[config.mk]
export PLATFORM = sky130hd
export DESIGN_NAME = fb_frame_builder
export DESIGN_NICKNAME = d
export VERILOG_FILES = /design/src/rtl/fb_pkg.sv /design/src/rtl/fb_rsp_slot.sv /design/src/rtl/fb_payload_fetch.sv /design/src/rtl/fb_beat_fmt.sv /design/src/rtl/fb_frame_builder.sv
export SDC_FILE = /design/constraint.sdc
export NUM_CORES = 1
export LEC_CHECK = 0
export BUFFER_PORTS_ARGS = -buffer_cell sky130_fd_sc_hd__buf_2
export CAP_MARGIN = 20
export CELL_PAD_IN_SITES_DETAIL_PLACEMENT = 0
export CELL_PAD_IN_SITES_GLOBAL_PLACEMENT = 1
export CORE_ASPECT_RATIO = 1.25
export CORE_MARGIN = 1
export CORE_UTILIZATION = 36
export DETAILED_ROUTE_END_ITERATION = 12
export GPL_ROUTABILITY_DRIVEN = 0
export PLACE_DENSITY_LB_ADDON = 0.1
export SETUP_SLACK_MARGIN = 0.4
export SYNTH_ARGS = -nofsm -noshare
export SYNTH_HDL_FRONTEND = slang
export SYNTH_SLANG_ARGS = --single-unit
[constraint.sdc]
create_clock -name clk -period 3 [get_ports clk]
set_input_delay 0.6 -clock clk [delete_from_list [all_inputs] [get_ports clk]]
set_output_delay 0.6 -clock clk [all_outputs]
set_load 0.005 [all_outputs]
[src/rtl/fb_pkg.sv]
package fb_pkg;

  localparam logic [15:0] PROTO_ID  = 16'hFADE;
  localparam logic [15:0] PROTO_VER = 16'h0100;
  localparam logic [15:0] ID_DATA   = 16'hA5A5;
  localparam logic [15:0] ID_FINAL  = 16'hA5A6;
  localparam logic [15:0] ID_RESP   = 16'hA55A;

  // beat index of the closing beat of a stand-alone response frame
  localparam int RESP_LAST_BEAT = 9;

  typedef enum logic [1:0] {
    FB_IDLE = 2'd0,
    FB_DATA = 2'd1,
    FB_RESP = 2'd2
  } fb_state_e;

  typedef struct packed {
    logic [15:0] cmd;
    logic [15:0] seq;
    logic [63:0] user;
  } fb_rsp_t;

endpackage

[src/rtl/fb_rsp_slot.sv]
module fb_rsp_slot
  import fb_pkg::*;
(
  input  logic    clk,
  input  logic    rst_n,
  input  logic    load,
  input  fb_rsp_t load_val,
  input  logic    clear,
  output logic    pending,
  output fb_rsp_t slot_val
);

  logic    pending_q, pending_d;
  logic    load_acc;
  fb_rsp_t slot_q;

  assign load_acc = load && !pending_q;

  always_comb begin
    pending_d = pending_q;
    if (load_acc) begin
      pending_d = 1'b1;
    end else if (clear) begin
      pending_d = 1'b0;
    end
  end

  always_ff @(posedge clk or negedge rst_n) begin
    if (!rst_n) begin
      pending_q <= 1'b0;
    end else begin
      pending_q <= pending_d;
    end
  end

  always_ff @(posedge clk or negedge rst_n) begin
    if (!rst_n) begin
      slot_q <= '0;
    end else if (load_acc) begin
      slot_q <= load_val;
    end
  end

  assign pending  = pending_q;
  assign slot_val = slot_q;

  AST_SLOT_HOLD: assert property (@(posedge clk) disable iff (!rst_n)
    pending_q && !clear |=> pending_q && $stable(slot_q));

endmodule

[src/rtl/fb_payload_fetch.sv]
module fb_payload_fetch #(
  parameter int WORDS  = 1024,
  parameter int BUF_W  = 5,
  parameter int BCNT_W = 11,
  localparam int IW = $clog2(WORDS),
  localparam int AW = BUF_W + IW
) (
  input  logic              clk,
  input  logic              rst_n,
  input  logic              fire,
  input  logic              in_data,
  input  logic [BCNT_W-1:0] bcnt,
  input  logic [BUF_W-1:0]  buf_idx,
  input  logic              final_frame,
  input  logic [IW-1:0]     count,
  output logic              rd_en,
  output logic [AW-1:0]     rd_addr,
  input  logic [63:0]       rd_data,
  output logic [31:0]       word_hi,
  output logic [31:0]       prev_lo
);

  localparam logic [BCNT_W-1:0] RD_FIRST = BCNT_W'(3);
  localparam logic [BCNT_W-1:0] RD_LAST  = BCNT_W'(WORDS + 2);
  localparam logic [BCNT_W-1:0] PV_FIRST = BCNT_W'(4);
  localparam logic [BCNT_W-1:0] PV_LAST  = BCNT_W'(WORDS + 3);
  localparam logic [IW-1:0]     IDX_TOP  = IW'(WORDS - 1);

  logic [IW-1:0] rd_idx;
  logic          q_valid_q;
  logic          q_count_q;
  logic [63:0]   hold_q;
  logic [31:0]   prev_lo_q;
  logic [63:0]   word_now;
  logic          prev_en;

  assign rd_idx  = IW'(bcnt - RD_FIRST);
  assign rd_en   = fire && in_data && (bcnt >= RD_FIRST) && (bcnt <= RD_LAST);
  assign rd_addr = {buf_idx, rd_idx};
  assign prev_en = fire && in_data && (bcnt >= PV_FIRST) && (bcnt <= PV_LAST);

  // bypass the freshly returned word, otherwise replay the held copy
  always_comb begin
    if (q_valid_q) begin
      word_now = q_count_q ? {{(64-IW){1'b0}}, count} : rd_data;
    end else begin
      word_now = hold_q;
    end
  end

  always_ff @(posedge clk or negedge rst_n) begin
    if (!rst_n) begin
      q_valid_q <= 1'b0;
      q_count_q <= 1'b0;
    end else begin
      q_valid_q <= rd_en;
      q_count_q <= rd_en && final_frame && (rd_idx == IDX_TOP);
    end
  end

  always_ff @(posedge clk or negedge rst_n) begin
    if (!rst_n) begin
      hold_q <= '0;
    end else if (q_valid_q) begin
      hold_q <= word_now;
    end
  end

  always_ff @(posedge clk or negedge rst_n) begin
    if (!rst_n) begin
      prev_lo_q <= '0;
    end else if (prev_en) begin
      prev_lo_q <= word_now[31:0];
    end
  end

  assign word_hi = word_now[63:32];
  assign prev_lo = prev_lo_q;

  AST_ADDR_STEP: assert property (@(posedge clk) disable iff (!rst_n)
    rd_en && $past(rd_en) |-> rd_addr == $past(rd_addr) + AW'(1));

endmodule

[src/rtl/fb_beat_fmt.sv]
module fb_beat_fmt
  import fb_pkg::*;
#(
  parameter int WORDS  = 1024,
  parameter int BCNT_W = 11
) (
  input  fb_state_e         state,
  input  logic [BCNT_W-1:0] bcnt,
  input  logic [47:0]       dst_mac,
  input  logic [47:0]       src_mac,
  input  logic              final_frame,
  input  logic [15:0]       rep,
  input  logic [31:0]       pkt,
  input  fb_rsp_t           emb,
  input  fb_rsp_t           rsp,
  input  logic [31:0]       word_hi,
  input  logic [31:0]       prev_lo,
  output logic [63:0]       beat,
  output logic [7:0]        keep,
  output logic              last
);

  localparam logic [BCNT_W-1:0] B0        = BCNT_W'(0);
  localparam logic [BCNT_W-1:0] B1        = BCNT_W'(1);
  localparam logic [BCNT_W-1:0] B2        = BCNT_W'(2);
  localparam logic [BCNT_W-1:0] B3        = BCNT_W'(3);
  localparam logic [BCNT_W-1:0] B4        = BCNT_W'(4);
  localparam logic [BCNT_W-1:0] DATA_LAST = BCNT_W'(WORDS + 4);
  localparam logic [BCNT_W-1:0] RESP_LAST = BCNT_W'(RESP_LAST_BEAT);

  logic [63:0] hdr0, hdr1;
  logic [15:0] data_id;

  assign hdr0    = {dst_mac, src_mac[47:32]};
  assign hdr1    = {src_mac[31:0], PROTO_ID, PROTO_VER};
  assign data_id = final_frame ? ID_FINAL : ID_DATA;

  always_comb begin
    beat = 64'h0;
    keep = 8'hFF;
    last = 1'b0;
    if (state == FB_DATA) begin
      if (bcnt == B0) begin
        beat = hdr0;
      end else if (bcnt == B1) begin
        beat = hdr1;
      end else if (bcnt == B2) begin
        beat = {data_id, emb.cmd, emb.seq, emb.user[63:48]};
      end else if (bcnt == B3) begin
        beat = {emb.user[47:0], rep};
      end else if (bcnt == B4) begin
        beat = {pkt, word_hi};
      end else if (bcnt == DATA_LAST) begin
        beat = {prev_lo, 32'h0};
        keep = 8'hF0;
        last = 1'b1;
      end else begin
        beat = {prev_lo, word_hi};
      end
    end else if (state == FB_RESP) begin
      if (bcnt == B0) begin
        beat = hdr0;
      end else if (bcnt == B1) begin
        beat = hdr1;
      end else if (bcnt == B2) begin
        beat = {ID_RESP, 16'h0000, rsp.cmd, rsp.seq};
      end else if (bcnt == B3) begin
        beat = rsp.user;
      end else if (bcnt == RESP_LAST) begin
        keep = 8'hFC;
        last = 1'b1;
      end
    end
  end

endmodule

[src/rtl/fb_frame_builder.sv]
module fb_frame_builder
  import fb_pkg::*;
#(
  parameter int WORDS = 1024,
  parameter int BUF_W = 5,
  localparam int IW = $clog2(WORDS),
  localparam int AW = BUF_W + IW
) (
  input  logic             clk,
  input  logic             rst_n,
  input  logic [47:0]      dst_mac,
  input  logic [47:0]      src_mac,
  input  logic             req_valid,
  output logic             req_ready,
  input  logic [BUF_W-1:0] req_buf,
  input  logic [31:0]      req_pkt,
  input  logic [15:0]      req_rep,
  input  logic             req_last,
  input  logic [IW-1:0]    req_count,
  input  logic             rsp_load,
  output logic             rsp_ready,
  input  logic [15:0]      rsp_cmd,
  input  logic [15:0]      rsp_seq,
  input  logic [63:0]      rsp_user,
  output logic             mem_rd_en,
  output logic [AW-1:0]    mem_rd_addr,
  input  logic [63:0]      mem_rd_data,
  output logic [63:0]      tx_data,
  output logic [7:0]       tx_keep,
  output logic             tx_valid,
  input  logic             tx_ready,
  output logic             tx_last,
  output logic             done_valid,
  output logic [BUF_W-1:0] done_buf
);

  localparam int BCNT_W = $clog2(WORDS + 5);

  fb_state_e         state_q, state_d;
  logic [BCNT_W-1:0] bcnt_q, bcnt_d;
  logic              has_rsp_q, has_rsp_d;
  logic [BUF_W-1:0]  buf_q;
  logic [31:0]       pkt_q;
  logic [15:0]       rep_q;
  logic              final_q;
  logic [IW-1:0]     count_q;

  logic              req_acc;
  logic              fire;
  logic              frame_end;
  logic              rsp_pending;
  logic              rsp_clear;
  fb_rsp_t           rsp_in, rsp_slot, emb;
  logic [31:0]       word_hi, prev_lo;

  assign req_acc   = (state_q == FB_IDLE) && req_valid;
  assign fire      = tx_valid && tx_ready;
  assign frame_end = fire && tx_last;
  assign rsp_clear = frame_end && ((state_q == FB_RESP) || has_rsp_q);
  assign rsp_in    = '{cmd: rsp_cmd, seq: rsp_seq, user: rsp_user};
  assign emb       = has_rsp_q ? rsp_slot : '0;

  // next-state: request has priority over a waiting response
  always_comb begin
    state_d   = state_q;
    bcnt_d    = bcnt_q;
    has_rsp_d = has_rsp_q;
    case (state_q)
      FB_IDLE: begin
        if (req_valid) begin
          state_d   = FB_DATA;
          bcnt_d    = '0;
          has_rsp_d = rsp_pending;
        end else if (rsp_pending) begin
          state_d   = FB_RESP;
          bcnt_d    = '0;
        end
      end
      default: begin
        if (fire) begin
          if (tx_last) begin
            state_d   = FB_IDLE;
            bcnt_d    = '0;
            has_rsp_d = 1'b0;
          end else begin
            bcnt_d = bcnt_q + BCNT_W'(1);
          end
        end
      end
    endcase
  end

  always_ff @(posedge clk or negedge rst_n) begin
    if (!rst_n) begin
      state_q   <= FB_IDLE;
      bcnt_q    <= '0;
      has_rsp_q <= 1'b0;
    end else begin
      state_q   <= state_d;
      bcnt_q    <= bcnt_d;
      has_rsp_q <= has_rsp_d;
    end
  end

  always_ff @(posedge clk or negedge rst_n) begin
    if (!rst_n) begin
      buf_q   <= '0;
      pkt_q   <= '0;
      rep_q   <= '0;
      final_q <= 1'b0;
      count_q <= '0;
    end else if (req_acc) begin
      buf_q   <= req_buf;
      pkt_q   <= req_pkt;
      rep_q   <= req_rep;
      final_q <= req_last;
      count_q <= req_count;
    end
  end

  fb_rsp_slot u_slot (
    .clk      (clk),
    .rst_n    (rst_n),
    .load     (rsp_load),
    .load_val (rsp_in),
    .clear    (rsp_clear),
    .pending  (rsp_pending),
    .slot_val (rsp_slot)
  );

  fb_payload_fetch #(
    .WORDS  (WORDS),
    .BUF_W  (BUF_W),
    .BCNT_W (BCNT_W)
  ) u_fetch (
    .clk         (clk),
    .rst_n       (rst_n),
    .fire        (fire),
    .in_data     (state_q == FB_DATA),
    .bcnt        (bcnt_q),
    .buf_idx     (buf_q),
    .final_frame (final_q),
    .count       (count_q),
    .rd_en       (mem_rd_en),
    .rd_addr     (mem_rd_addr),
    .rd_data     (mem_rd_data),
    .word_hi     (word_hi),
    .prev_lo     (prev_lo)
  );

  fb_beat_fmt #(
    .WORDS  (WORDS),
    .BCNT_W (BCNT_W)
  ) u_fmt (
    .state       (state_q),
    .bcnt        (bcnt_q),
    .dst_mac     (dst_mac),
    .src_mac     (src_mac),
    .final_frame (final_q),
    .rep         (rep_q),
    .pkt         (pkt_q),
    .emb         (emb),
    .rsp         (rsp_slot),
    .word_hi     (word_hi),
    .prev_lo     (prev_lo),
    .beat        (tx_data),
    .keep        (tx_keep),
    .last        (tx_last)
  );

  assign tx_valid   = (state_q != FB_IDLE);
  assign req_ready  = (state_q == FB_IDLE);
  assign rsp_ready  = !rsp_pending;
  assign done_valid = frame_end && (state_q == FB_DATA);
  assign done_buf   = buf_q;

  AST_STALL_HOLD: assert property (@(posedge clk) disable iff (!rst_n)
    tx_valid && !tx_ready |=> tx_valid && $stable(tx_data) && $stable(tx_keep) && $stable(tx_last));
  AST_HDR_FIRST: assert property (@(posedge clk) disable iff (!rst_n)
    req_valid && req_ready |=> tx_valid && (tx_data[63:16] == $past(dst_mac)));
  AST_GAP_AFTER_END: assert property (@(posedge clk) disable iff (!rst_n)
    tx_valid && tx_ready && tx_last |=> !tx_valid);
  AST_DONE_WITH_LAST: assert property (@(posedge clk) disable iff (!rst_n)
    done_valid |-> tx_valid && tx_ready && tx_last);
  AST_RESP_YIELDS: assert property (@(posedge clk) disable iff (!rst_n)
    (state_q == FB_IDLE) && (state_d == FB_RESP) |-> !req_valid);
  AST_FULL_KEEP: assert property (@(posedge clk) disable iff (!rst_n)
    tx_valid && !tx_last |-> tx_keep == 8'hFF);

endmodule

==> results.cfg, run 1 <==
[critical_path]
critPathSlowestCell = dfrtp_2
crit_chain = inv_4 > ha_4 > buf_6 > or3b_4 > nor4_4 > buf_4 > buf_12 > buf_12 > a22oi_2 > o211ai_1 > buf_2
cp_common_cell = buf_12
critPathArrivalTime_ps = 2970
r2r_slack_ps = 340
worstSetupStartpoint = bcnt_q[0]$_DFFE_PN0P_
crit_fanout = 8
max_stage_delay_ps = 450
cp.depth = 11
r2r-start = bcnt_q[5]$_DFFE_PN0P_
worstSetupStartpointType = flip-flop
cp-endpoint = tx_data[3]
critPathKind = reg2out
r2r_end = u_fetch.prev_lo[30]$_DFFE_PN0P_
cp-end-kind = output port
reg2regPathDepth = 9
worstPathRequired_ps = 2400
path_buf_inv = 6
cp_top_family = buffers and inverters

[grt]
grt-ovfl-total = 0
grt_pass1_vias = 14040
grt_antenna_before_repair = 22
grt_max_degree = 95
grt_first_pass_wirelength_mm = 89.3
grt_util_all_layers = 0.295

[power]
irDropWorstVdd_v = 0.000500
power_density_mw_per_mm2 = 1090
p_leak_nw = 9.72

[finish]
register_area_mm2 = 0.00684
layout-drive-gt1-share = 0.561
nNetsFinal = 2255
multiInputGateArea_mm2 = 0.00837
fill_cells = 3688
area_growth_syn_to_layout_pct = 48.1

[floorplan]
num_rows = 82
coreArea_mm2 = 0.0401
start_util = 0.365
dieArea_mm2 = 0.0415
die_w_um = 182
io-pin-count = 423
fp.dieH_um = 227

[clock_tree]
clk_pin_slew_ps = 60
cts_buffers = 30
clk_latency_ps = 580
cts_tree = done
clockBufferDepth = 3
cts_max_level = 1
clock_sinks = 273
cts-root-buf = clkbuf_16
cts_hold_buf = 0

[routing]
vias = 14103
wl_mm = 64.0
viasPerCell = 5.61
drt_iter0_drc = 877
postRouteAntennaNets = 0
wl_per_cell_um = 25.4
firstDrtPassIters = 5
drc = 0

[yosys]
seq_area_frac_synth = 0.467
synthesis.area_mm2 = 0.0146
synth_common_cells = 273 x dfrtp_1, 183 x mux2_2, 94 x nand2_1
ys.flop_type = dfrtp_1
synth-warning-count = 0
yosysTopAreaCell = dfrtp_1
synthTopCellsByArea = dfrtp_1 47%, mux2_2 14%, a22o_1 3.0%
synth_top_area_share = 0.467
synth.avg_cell_area_um2 = 10.7
syn_inst = 1367
synth_edf_count = 0
ys_types = 79
ys_seq_elements = 273
synth.most_common_cell = dfrtp_1
async_reset_ff_frac = 1.00

[sta]
tightest_slew_ps = 768
hold_viol = 0
fmax_mhz = 280
drv_slew = 0
rsz0062_at_grt = yes
timing.final.ws_setup_ps = -574
setup_tns_ps = -31280
period_minus_slack_ps = 3570
setup_viol_count_final = 70
min_period_over_period = 1.19
fin_skew_ps = 13.7
hold_ws_ps = 45.4
maxSlewHeadroom = 0.488

[outcome]
violations = negative setup slack
status = complete, but fails checks

[min_path]
worstHoldPathType = in2async

[placement]
dp_slack_ps = -242
dp_hpwl_mm = 47.7
portBuffers = 418

[job]
cap_violations = 0
[worst min-delay path by stage]
stage	startpoint	end	depth (start not counted)
6_report	rst_n	u_fetch.hold_q[38]$_DFFE_PN0P_	1
5_1_grt	rst_n	u_slot.slot_val[76]$_DFFE_PN0P_	1
4_1_cts	rst_n	u_fetch.hold_q[45]$_DFFE_PN0P_	1
3_5_place_dp	u_fetch.hold_q[60]$_DFFE_PN0P_	u_fetch.hold_q[60]$_DFFE_PN0P_	2
3_3_place_gp	u_fetch.hold_q[60]$_DFFE_PN0P_	u_fetch.hold_q[60]$_DFFE_PN0P_	2
2_1_floorplan	rst_n	bcnt_q[0]$_DFFE_PN0P_	0
[cell type report]
class                      instances  area share
multi-input combinational        956       0.386
tap                              546      0.0315
clock inverter                    16      0.0101
clock buffer                      40      0.0397
sequential                       273       0.315
inverter                          15     0.00271
timing repair buffer             650       0.212
antenna                           18     0.00208
[cells in the final DEF, fill, tap and decap left out, drive strengths merged, types with 15 or more instances in the layout]
cell type / instances
o21ai: 53
buf: 644
a22oi: 58
a21oi: 85
nand3b: 20
a22o: 50
diode: 18
clkbuf: 45
a221o: 26
inv: 15
dfrtp: 273
nand2: 96
mux2: 190
nor3: 21
a211oi: 20
nor2: 65
nand3: 37
and2: 21
[per-stage QoR]
stage	util	power [W]	instance area, µm²	std cells
global route	0.540	0.0247	21700	2510
floorplan	-	0.0120	14800	1370
global placement	0.461	0.0166	18500	2374
CTS	0.509	0.0220	20400	2459
finish	0.540	0.0236	21700	2514
detailed placement	0.461	0.0167	18500	2374
[power breakdown]
part           switching, W  internal (W)
combinational       0.00658       0.00622
sequential          0.00138       0.00540
clock               0.00159       0.00244
total               0.00956        0.0141
[flip-flops by register name (all words and copies together) (netlist names)]
register           flops
u_fetch.q_count_q      1
rep_q                 16
count_q               10
u_slot.pending         1
u_fetch.prev_lo       32
final_q                1
u_fetch.q_valid_q      1
done_buf               5
has_rsp_q              1
u_slot.slot_val       96
state_q                2
pkt_q                 32
bcnt_q                11
u_fetch.hold_q        64
[per-layer routing]
metal  track usage  wire, µm
met2         0.510     31900
met5             0        38
met3        0.0402      3650
met1         0.358     25300
met4         0.160      3010
[repair_timing]
item | CTS | global route
gates resized for setup | 146 | 170
endpoints found under the setup margin | 109 | 90
pin swaps | 35 | 73
setup buffers | 26 | 28
cloned | 3 | 9
[worst reg2reg max path, cell delays in order, from the launching register on]
cell,delay (ps)
dfrtp_1,400
buf_4,150
or4_4,600
nor3_4,260
buf_6,130
buf_8,120
nor2_1,70
o21ai_4,140
clkbuf_16,300
mux2_2,350
[logic make-up after synthesis]
family | synth area share
AO/OA/AOI/OAI | 0.199
buffers and inverters | 0.0457
flip-flops | 0.467
adder cells (fa/ha/maj) | 0.00342
other | 0.000256
multiplexers | 0.155
AND/OR/NAND/NOR | 0.121
XOR/XNOR | 0.00898
(Power assumes the default switching activity.)
==> run 2: changes to the inputs <==
SKIP_LAST_GASP = 1   (was unset)
==> run 2 against run 1 <==
  * The run still ends with negative setup slack left
  * Total power fell by 1.7%
  * Core utilization is 0.31 points lower
  * Register-to-register slack better by 150 ps
  * Wire length fell by 0.93%
  * Global-route usage about the same
  * Clock-buffer cell count did not move
  * Clock power hardly changed
  * Hold slack better by 6.8 ps
  * Cell count is 0.20% higher
  * Fmax grew 1.2%
  * Critical path type unchanged
==> results.cfg, run 2 (synthesis results as in run 1) <==
[sta]
hold_ws_ps = 52.1
fmax_mhz = 283
hold_viol = 0
rsz0062_at_grt = yes
fin_skew_ps = 9.85
maxSlewHeadroom = 0.496
timing.final.ws_setup_ps = -533
drv_slew = 0
min_period_over_period = 1.18
tightest_slew_ps = 757
period_minus_slack_ps = 3530
setup_viol_count_final = 71

[grt]
grt_first_pass_wirelength_mm = 89.2
grt_antenna_before_repair = 22
grt_util_all_layers = 0.295
grt_max_degree = 95
grt-ovfl-total = 0
grt_pass1_vias = 14032

[floorplan]
die_w_um = 182
fp.dieH_um = 227
num_rows = 82
start_util = 0.365
io-pin-count = 423
dieArea_mm2 = 0.0415
coreArea_mm2 = 0.0401

[finish]
final_util = 0.537
multiInputGateArea_mm2 = 0.00832
final_common_cell = buf_2
layout-drive-gt1-share = 0.560
fill_cells = 3692
area_growth_syn_to_layout_pct = 47.3
final_cell_mix = 416 x buf_2, 271 x dfrtp_1, 183 x mux2_2
final_area_mm2 = 0.0216
largest_reg_flops = 96
nNetsFinal = 2261
register_area_mm2 = 0.00683

[outcome]
status = complete, but fails checks
violations = negative setup slack

[routing]
wl_mm = 63.4
firstDrtPassIters = 6
viasPerCell = 5.54
wl_per_cell_um = 25.2
drc = 0
postRouteAntennaNets = 0
drt_iter0_drc = 805
vias = 13965

[critical_path]
crit_fanout = 5
reg2regPathDepth = 10
max_stage_delay_ps = 420
critPathKind = reg2out
worstPathRequired_ps = 2400
crit_chain = or3_4 > buf_6 > buf_12 > o32ai_4 > buf_4 > nand2_2 > and2_1 > a221o_1 > buf_2
cp_top_family = compound AO/OA/AOI/OAI gates
critPathArrivalTime_ps = 2930
worstSetupStartpointType = flip-flop
cp.depth = 9
cp-endpoint = tx_data[25]
r2r_end = bcnt_q[3]$_DFFE_PN0P_
r2r_slack_ps = 490
path_buf_inv = 4
worstSetupStartpoint = bcnt_q[10]$_DFFE_PN0P_
critPathSlowestCell = or3_4
cp-end-kind = output port
r2r-start = bcnt_q[10]$_DFFE_PN0P_

[min_path]
worstHoldPathType = in2async

[clock_tree]
clockBufferDepth = 3
cts_tree = done
clk_latency_ps = 570
cts_buffers = 30
cts_hold_buf = 0
cts-root-buf = clkbuf_16
cts_max_level = 1
clock_sinks = 273
clk_pin_slew_ps = 60

[placement]
dp_slack_ps = -242
placed_cell_area_mm2 = 0.0185
dp_hpwl_mm = 47.7
portBuffers = 418

[power]
power_density_mw_per_mm2 = 1080
irDropWorstVdd_v = 0.000492
p_leak_nw = 9.65

[job]
cap_violations = 0
[run 2: power by group]
part	internal [W]	leakage (nW)	switching [W]	total, W
Clock	0.00244	0.522	0.00158	0.00402
Sequential	0.00540	3.35	0.00141	0.00681
Combinational	0.00596	5.78	0.00643	0.0124
[run 2: cell type report]
class	count	share of cell area
Multi-Input combinational cell	956	0.386
Clock buffer	40	0.0399
Clock inverter	16	0.0102
Antenna cell	17	0.00197
Inverter	15	0.00284
Timing Repair Buffer	656	0.210
Sequential cell	273	0.317
Tap cell	546	0.0317
[run 2: repair_timing]
action                                  CTS  global route
pin swaps                                35            91
resized for setup                       121           160
buffers inserted                         26            35
endpoints found under the setup margin  109           100
cloned                                    3             8
[run 2: through the flow]
stage	instances	total power, W	setup TNS [ps]
finish	2519	0.0232	-28340
global route	2516	0.0243	-34480
CTS	2459	0.0219	-31580
detailed placement	2374	0.0167	-2380
global placement	2374	0.0166	-2250
floorplan	1370	0.0120	0
[run 2: worst register-to-register path: stages, from the launching register on]
cell     delay (ps)
dfrtp_1         390
or3_4           420
buf_6           160
buf_12          140
buf_4           140
nor4_4          200
o21ai_2         130
buf_6           150
buf_4           140
a21oi_2         350
nor2_1          160
[run 2: metal layers]
layer	vias up	routed length [µm]	part of all wire	global-route usage
met1	6961	25000	0.40	0.357
met5	-	39	0.00062	0
met2	571	31500	0.50	0.512
met4	8	3240	0.051	0.154
met3	146	3580	0.056	0.0392
li1	6279	-	-	-
[run 2: how the worst min path moves through the flow]
stage                                   start                         endpoint  slack [ps]
2_1_floorplan                           rst_n            bcnt_q[0]$_DFFE_PN0P_         300
3_3_place_gp   u_fetch.hold_q[60]$_DFFE_PN0P_   u_fetch.hold_q[60]$_DFFE_PN0P_         450
3_5_place_dp   u_fetch.hold_q[60]$_DFFE_PN0P_   u_fetch.hold_q[60]$_DFFE_PN0P_         460
4_1_cts                                 rst_n   u_fetch.hold_q[45]$_DFFE_PN0P_          90
5_1_grt                                 rst_n  u_slot.slot_val[76]$_DFFE_PN0P_         110
6_report                                rst_n   u_fetch.hold_q[45]$_DFFE_PN0P_          50
